### src/rtl/freq_src_pkg.sv
`timescale 1ns/1ps
package freq_src_pkg;

    localparam int FS_W      = 4;
    localparam int IDX_W     = 5;
    localparam int ENTRIES   = 1 << IDX_W;
    localparam int DIV_W     = 16;
    localparam int BYTE_W    = 8;
    localparam int ADDR_W    = 2;
    localparam int SCALE_NUM = 102400;
    localparam int SCALE_DEN = 1432;

    typedef enum logic [ADDR_W-1:0] {
        A_CTRL   = 2'd0,
        A_DIV_LO = 2'd1,
        A_DIV_HI = 2'd2,
        A_STRAP  = 2'd3
    } reg_addr_e;

    typedef struct packed {
        logic             pin_mode;
        logic             ovr_en;
        logic [IDX_W-1:0] reg_sel;
    } ctrl_t;

    typedef struct packed {
        logic            mult;
        logic [FS_W-1:0] fs;
    } strap_t;

    localparam ctrl_t CTRL_RST = '{pin_mode: 1'b1, ovr_en: 1'b0, reg_sel: '0};

    function automatic logic [DIV_W-1:0] table_div(input int idx, input int base, input int step);
        int v;
        v = ((base + step * idx) * SCALE_NUM) / SCALE_DEN;
        return v[DIV_W-1:0];
    endfunction

    function automatic logic [BYTE_W-1:0] ctrl_to_byte(input ctrl_t c);
        return {c.pin_mode, c.ovr_en, 1'b0, c.reg_sel};
    endfunction

    function automatic ctrl_t byte_to_ctrl(input logic [BYTE_W-1:0] b);
        ctrl_t c;
        c.pin_mode = b[7];
        c.ovr_en   = b[6];
        c.reg_sel  = b[IDX_W-1:0];
        return c;
    endfunction

    function automatic logic [BYTE_W-1:0] strap_to_byte(input strap_t s);
        logic [BYTE_W-1:0] b;
        b = '0;
        b[FS_W-1:0] = ~s.fs;
        b[FS_W]     = s.mult;
        return b;
    endfunction

endpackage

### src/rtl/strap_capture.sv
`timescale 1ns/1ps
module strap_capture
    import freq_src_pkg::*;
(
    input  logic            clk,
    input  logic            rst,
    input  logic [FS_W-1:0] fs_pin,
    input  logic            mult_pin,
    output strap_t          latched,
    output logic            captured
);

    always_ff @(posedge clk) begin
        if (rst) begin
            latched  <= '0;
            captured <= 1'b0;
        end else if (!captured) begin
            latched  <= '{mult: mult_pin, fs: fs_pin};
            captured <= 1'b1;
        end
    end

endmodule

### src/rtl/cfg_regs.sv
`timescale 1ns/1ps
module cfg_regs
    import freq_src_pkg::*;
(
    input  logic              clk,
    input  logic              rst,
    input  logic              wr_en,
    input  logic [ADDR_W-1:0] wr_addr,
    input  logic [BYTE_W-1:0] wr_data,
    output ctrl_t             ctrl,
    output logic [DIV_W-1:0]  ovr_word
);

    logic [BYTE_W-1:0] stage_lo, stage_hi;
    logic [BYTE_W-1:0] lo_next, hi_next;
    logic              lo_seen, hi_seen;
    logic              lo_hit, hi_hit, ctrl_hit, pair_done;

    always_comb begin
        ctrl_hit  = wr_en && (wr_addr == A_CTRL);
        lo_hit    = wr_en && (wr_addr == A_DIV_LO);
        hi_hit    = wr_en && (wr_addr == A_DIV_HI);
        lo_next   = lo_hit ? wr_data : stage_lo;
        hi_next   = hi_hit ? wr_data : stage_hi;
        pair_done = (lo_seen || lo_hit) && (hi_seen || hi_hit);
    end

    always_ff @(posedge clk) begin
        if (rst) begin
            ctrl     <= CTRL_RST;
            stage_lo <= '0;
            stage_hi <= '0;
            lo_seen  <= 1'b0;
            hi_seen  <= 1'b0;
            ovr_word <= '0;
        end else begin
            if (ctrl_hit) begin
                ctrl <= byte_to_ctrl(wr_data);
            end
            stage_lo <= lo_next;
            stage_hi <= hi_next;
            if (pair_done) begin
                ovr_word <= {hi_next, lo_next};
                lo_seen  <= 1'b0;
                hi_seen  <= 1'b0;
            end else begin
                lo_seen  <= lo_seen || lo_hit;
                hi_seen  <= hi_seen || hi_hit;
            end
        end
    end

endmodule

### src/rtl/freq_mux.sv
`timescale 1ns/1ps
module freq_mux
    import freq_src_pkg::*;
#(
    parameter int VCO_BASE = 400,
    parameter int VCO_STEP = 16
) (
    input  ctrl_t            ctrl,
    input  strap_t           latched,
    input  logic [DIV_W-1:0] ovr_word,
    output logic [IDX_W-1:0] freq_idx,
    output logic [DIV_W-1:0] div_word
);

    localparam int PAD_W = IDX_W - FS_W;

    logic [DIV_W-1:0] tbl [ENTRIES];

    for (genvar g = 0; g < ENTRIES; g++) begin : g_tbl
        assign tbl[g] = table_div(g, VCO_BASE, VCO_STEP);
    end

    always_comb begin
        freq_idx = ctrl.pin_mode ? {{PAD_W{1'b0}}, latched.fs} : ctrl.reg_sel;
        div_word = ctrl.ovr_en ? ovr_word : tbl[freq_idx];
    end

endmodule

### src/rtl/strap_freq_sel.sv
`timescale 1ns/1ps
module strap_freq_sel
    import freq_src_pkg::*;
#(
    parameter int VCO_BASE = 400,
    parameter int VCO_STEP = 16
) (
    input  logic              clk,
    input  logic              rst,
    input  logic [FS_W-1:0]   strap_fs,
    input  logic              strap_mult,
    input  logic              wr_en,
    input  logic [ADDR_W-1:0] wr_addr,
    input  logic [BYTE_W-1:0] wr_data,
    input  logic [ADDR_W-1:0] rd_addr,
    output logic [BYTE_W-1:0] rd_data,
    output logic [IDX_W-1:0]  freq_idx,
    output logic [DIV_W-1:0]  div_word,
    output logic              mult_sel_6x,
    output logic              pin_is_clk
);

    strap_t           latched_s;
    ctrl_t            ctrl_s;
    logic [DIV_W-1:0] ovr_word_s;

    strap_capture u_cap (
        .clk      (clk),
        .rst      (rst),
        .fs_pin   (strap_fs),
        .mult_pin (strap_mult),
        .latched  (latched_s),
        .captured (pin_is_clk)
    );

    cfg_regs u_regs (
        .clk      (clk),
        .rst      (rst),
        .wr_en    (wr_en),
        .wr_addr  (wr_addr),
        .wr_data  (wr_data),
        .ctrl     (ctrl_s),
        .ovr_word (ovr_word_s)
    );

    freq_mux #(
        .VCO_BASE (VCO_BASE),
        .VCO_STEP (VCO_STEP)
    ) u_mux (
        .ctrl     (ctrl_s),
        .latched  (latched_s),
        .ovr_word (ovr_word_s),
        .freq_idx (freq_idx),
        .div_word (div_word)
    );

    assign mult_sel_6x = latched_s.mult;

    always_comb begin
        unique case (rd_addr)
            A_CTRL:   rd_data = ctrl_to_byte(ctrl_s);
            A_DIV_LO: rd_data = ovr_word_s[BYTE_W-1:0];
            A_DIV_HI: rd_data = ovr_word_s[DIV_W-1:BYTE_W];
            default:  rd_data = strap_to_byte(latched_s);
        endcase
    end

endmodule

### config.mk
export PLATFORM = sky130hd
export DESIGN_NAME = strap_freq_sel
export DESIGN_NICKNAME = d
export VERILOG_FILES = /design/src/rtl/freq_src_pkg.sv /design/src/rtl/strap_capture.sv /design/src/rtl/cfg_regs.sv /design/src/rtl/freq_mux.sv /design/src/rtl/strap_freq_sel.sv
export SDC_FILE = /design/constraint.sdc
export NUM_CORES = 1
export LEC_CHECK = 0
export BUFFER_PORTS_ARGS = -buffer_cell sky130_fd_sc_hd__buf_4
export CAP_MARGIN = 20
export CORE_MARGIN = 2
export CORE_UTILIZATION = 35
export CTS_CLUSTER_SIZE = 16
export DETAILED_ROUTE_END_ITERATION = 10
export PLACE_DENSITY = 0.63
export SLEW_MARGIN = 0
export SYNTH_ARGS = -nofsm -noshare
export SYNTH_HDL_FRONTEND = slang
export SYNTH_SLANG_ARGS = --single-unit
### constraint.sdc
create_clock -name clk -period 3.2 [get_ports clk]
set_input_delay 0.16 -clock clk [delete_from_list [all_inputs] [get_ports clk]]
set_output_delay 0.16 -clock clk [all_outputs]
set_load 0.01 [all_outputs]
Yosys cells after proc, flatten, opt, wreduce, memory -nomap -nowiden
Memory sizes are Yosys's and may differ from the RTL's.
Cells that the tools add are included.
- bits in read-only memories: 512
- bits in registers: 47
- memories: 1
- memory list (memory ; words ; bits a word ; read ports ; clocked after Yosys merged registers in ; write ports ; line ; text):
    (name not given) ; 32 ; 16 ; 1 ; 0 ; 0 ; freq_mux.sv:25 ; div_word = ctrl.ovr_en ? ovr_word : tbl[freq_idx];
- eq/ne operators: 4
- order comparisons: 1
- bitwise operators: 2
- multiplexer cells: 8
- reduce and logical (&&, ||, !) cells: 9
- operators by type and width (kind ; count):
    two-way mux 16 bit ; 3
    case mux 8 bit (3 select lines) ; 1
    two-way mux 8 bit ; 2
    >= comparator 6 bit (second input constant) ; 1
    NOT 5 -> 6 bit ; 1
    two-way mux 5 bit ; 1
    equality test 2 x 1 -> 1 bit (second input constant) ; 2
    equality test 2 bit (second input constant) ; 2
    logical AND 1 bit ; 4
    zero test 2 bit ; 2
    NOT 4 bit ; 1
    logical OR 1 bit ; 2
    OR reduction 2 bit ; 1
    two-way mux 1 bit ; 1

Logic depth before layout (Yosys ltp)
- depth after elaboration: 6
- depth in mapped cells: 8

Hierarchy
From an unflattened synthesis, not the netlist that was laid out.
- cells, all modules: 289
- area total of the unflattened synthesis: 2718.9 um2
- modules (own cells, without submodules) (module ; cells each ; instances ; area an instance (um2)):
    cfg_regs ; 144 ; 1 ; 1557.7
    freq_mux ; 109 ; 1 ; 757.0
    strap_capture ; 18 ; 1 ; 203.9
    strap_freq_sel ; 18 ; 1 ; 200.2

Worst setup path before layout
OpenSTA, ideal clock, no wires.
- path kind: reg-to-output
- from: register, netlist name u_regs.ctrl[6]
- to: output div_word[13]
- slack: 1.027 ns
- data arrival time: 2.013 ns
- cell stages (with the launch flop): 8
- cell sequence: dfxtp_1 buf_6 mux2i_1 inv_1 ha_1 o311ai_4 o21ai_1 mux2_2
- word-level cells in the longest chain between the ends: 6
- RTL lines (what ; line ; text):
    two-way mux 5 bit ; freq_mux.sv:24 ; freq_idx = ctrl.pin_mode ? {{PAD_W{1'b0}}, latched.fs} : ctrl.reg_sel;
    net freq_idx[0] ; strap_freq_sel.sv:17 ; output logic [IDX_W-1:0] freq_idx,
    NOT 5 -> 6 bit (not written as such) ; freq_mux.sv:25 ;
    memory read (32 x 16 bit) ; - ;
    two-way mux 16 bit (not written as such) (2 in a row) ; freq_mux.sv:25 ;
    two-way mux 16 bit ; freq_mux.sv:25 ;
    to (decl) ; strap_freq_sel.sv:18 ; output logic [DIV_W-1:0] div_word,
The timed path passes the listed nets, and every way through them passes these cells. The select of a mux whose other input is x is not followed.

Final worst setup path
- from: register, netlist name u_regs.ctrl[6]
- to: output div_word[13]
- word-level cells in the longest chain between the ends: 6
- RTL lines (what ; line):
    two-way mux 5 bit ; freq_mux.sv:24
    NOT 5 -> 6 bit (not written as such) ; freq_mux.sv:25
    memory read (32 x 16 bit) ; -
    two-way mux 16 bit (not written as such) (2 in a row) ; freq_mux.sv:25
    two-way mux 16 bit ; freq_mux.sv:25
Every way passes these cells. The select of a mux whose other input is x is not followed.

==> flow_metrics.py <==
metrics = {
    "worst_setup_path": {
        "slowest_stage": "dfxtp_1",
        "worstSetupEndpointType": "output pin",
        "start_kind": "flip-flop",
        "slowest_delay_ns": 0.60,
        "rr_worst_depth": 4,
        "worstPathRequired_ns": 3.04,
        "cp_num_buf_inv": 2,
        "r2r-end": "u_regs.ovr_word[8]$_SDFFE_PP0P_",
        "crit_family": "multiplexers",
        "critPathKind": "reg2out",
        "crit_chain": "mux2i_1 > inv_1 > ha_1 > o311ai_4 > o21ai_1 > mux2_2 > buf_4",
        "regToRegSetupSlack_ns": 1.91,
        "cp.arrival_ns": 2.84,
        "r2r_start": "u_regs.hi_seen$_SDFF_PP0_",
        "cp_max_fo": 9,
    },
    "die": {
        "coreArea_um2": 7140,
        "initial_core_util_pct": 35.5,
        "dieArea_um2": 7940,
        "io-pin-count": 51,
        "die_w_um": 89.1,
        "num_rows": 31,
        "chipHeight_um": 89.1,
    },
    "global_routing": {
        "grt_max_degree": 32,
        "grt-ovfl-total": 0,
        "grt_pass1_wl_um": 9670,
        "antenna_found_initial": 0,
        "grt_usage_pct": 15.8,
        "first_global_vias": 1912,
    },
    "pwr": {
        "p_leak_nw": 1.46,
        "peakVddDrop_uv": 229,
        "switching_power_mw": 0.354,
        "power.total_mw": 1.28,
        "swShare_pct": 27.6,
        "p_int_mw": 0.929,
        "p_per_area_nw_per_um2": 419,
        "power_frac_comb_pct": 22.1,
        "clkPwrFrac_pct": 28.6,
        "p_seq_share_pct": 49.3,
    },
    "timing": {
        "fmax_mhz": 333,
        "fin_crit_ns": 3.00,
        "finalMaxSlewViolations": 0,
        "skew_ns": 0.00852,
        "whs_ns": 0.0938,
        "slew_headroom_pct": 59.2,
        "worst_pin_slew_ns": 0.595,
        "fin_ws_ns": 0.199,
        "setup_viol": 0,
        "hold_viol_final": 0,
        "layout_worst_path_cycle_share_pct": 93.8,
        "setup_tns_ns": 0,
        "rsz0062_at_grt": "no",
    },
    "cts": {
        "cts_setup_buffers": 0,
        "path_clk_slew_ns": 0.08,
        "postCtsResizedCells": 0,
        "clockBufferDepth": 2,
        "cts_tree": "yes",
        "clock_latency_ns": 0.29,
        "cts_max_level": 2,
        "numCtsBuffers": 5,
        "hold_buffers": 0,
        "root_buffer": "clkbuf_8",
        "clkSinkCount": 47,
    },
    "logic_synthesis": {
        "ys_seq_elements": 47,
        "synth_ff_type": "dfxtp_1",
        "synth.largest_area_cell": "dfxtp_1",
        "ys_top_cells_by_area": "dfxtp_1 (37%), mux2i_1 (13%), ha_1 (5.9%), o22a_1 (5.5%), nor2_1 (5.0%)",
        "yosysSeqAreaShare_pct": 37.1,
        "synth_edf_count": 0,
        "yosysMostFrequentCell": "dfxtp_1",
        "synthTopCellsByCount": "dfxtp_1 (47), nor2_1 (34), mux2i_1 (32)",
        "syn_inst": 267,
        "post_synth.cell_area_avg_um2": 9.49,
        "syn-num-nets": 299,
        "async_flop_share_pct": 0,
        "ys.warnings.count": 0,
        "syn_area_um2": 2530,
        "ys_types": 45,
        "synth_top_area_share_pct": 37.1,
    },
    "drt": {
        "vias": 2058,
        "ant_nets": 0,
        "first_pass_iters": 4,
        "drc_errors": 0,
        "wl_per_cell_um": 15.1,
        "finalWirelength_um": 6170,
        "dr.first_iter.drc_count": 160,
        "vias_per_cell": 5.02,
    },
    "finish": {
        "area_growth_pct": 20.8,
        "nNetsFinal": 342,
        "drive_gt1_share_pct": 25.4,
        "finalNonFillerCells": 410,
        "final_cell_area_um2": 3060,
        "diodes": 0,
        "post-route-util_pct": 42.9,
    },
    "place": {
        "place_congestion": 0.878,
        "dp_cells": 402,
        "portBuffers": 50,
        "place_area_um2": 2970,
        "preCtsSetupSlack_ns": 0.540,
        "post-dp-hpwl_um": 4660,
    },
    "hold_path": {
        "hp-class": "in2reg",
        "hold_depth": 3,
        "holdPathEnd": "u_cap.latched[4]$_SDFFE_PP0N_",
        "min_from": "strap_mult",
    },
    "flow_run": {
        "maxCapViolCount": 0,
    },
    "outcome": {
        "outcome": "complete, no violations",
    },
}
## power groups by stage
stage / Sequential [mW] / Clock [mW] / Combinational, mW
after floorplan: 0.635 / 0 / 0.180
after global placement: 0.646 / 0 / 0.282
after detailed placement: 0.647 / 0 / 0.283
after CTS: 0.633 / 0.376 / 0.285
after global routing: 0.636 / 0.408 / 0.313
final: 0.633 / 0.367 / 0.283
## area by class of cell
type,instances,area [µm²]
repair buffers,55,413
flip-flops and latches,47,941
fillers,750,4070
well taps,99,124
inverters,12,45.0
clock buffers,7,86.3
clock inverters,1,8.76
multi-input cells,189,1450
## registers in the layout (all words and copies together), names as in the netlist
register,count
u_regs.hi_seen,1
u_regs.lo_seen,1
u_cap.captured,1
u_regs.stage_hi,8
u_regs.ovr_word,16
u_regs.ctrl,7
u_cap.latched,5
u_regs.stage_lo,8
## cells by family after synthesis
logic type	synth area share, %
muxes	19.7
DFF	37.1
and+or+nand+nor	13.9
buffers and inverters	5.87
adders and majority gates	5.92
AOI/OAI and AO/OA	16.7
xor gates and xnor gates	0.691
## routing by layer
metal / part of all wire, % / global-route usage (%)
met1: 47 / 22.0
met2: 46 / 25.9
met5: 0 / 0
met4: 0.34 / 2.17
met3: 6.0 / 3.42
## worst register-to-register path: stages, from the launching register on
cell and delay, ns:
dfxtp_1 0.30, and2b_1 0.29, nor2_8 0.10, nor2_4 0.33, o22a_1 0.22
## how the worst max path moves through the flow
stage                     cells after the start                   startpoint      endpoint
final                                         7  u_regs.ctrl[6]$_SDFFE_PP1P_  div_word[13]
after floorplan                               7  u_regs.ctrl[6]$_SDFFE_PP1P_  div_word[13]
after detailed placement                      7  u_regs.ctrl[6]$_SDFFE_PP1P_  div_word[13]
after CTS                                     7  u_regs.ctrl[6]$_SDFFE_PP1P_  div_word[13]
after global routing                          7  u_regs.ctrl[6]$_SDFFE_PP1P_  div_word[13]
after global placement                        7  u_regs.ctrl[6]$_SDFFE_PP1P_  div_word[13]
## cells in the final DEF (no fill, tap or decap), types with 2 or more instances in the layout
master / count
nand2_1: 22
buf_4: 55
inv_2: 2
mux2_2: 4
nor2b_1: 3
a32oi_1: 2
dfxtp_1: 47
o21ai_1: 2
nand3b_1: 3
mux4_2: 5
a211oi_1: 3
xnor2_1: 2
o211ai_1: 3
o22a_1: 16
clkbuf_8: 6
nor2_1: 34
o21ai_0: 15
a21oi_1: 7
nor3_1: 4
ha_1: 12
mux2i_1: 32
inv_1: 10
Note: power is estimated with default switching activity, not from simulation.
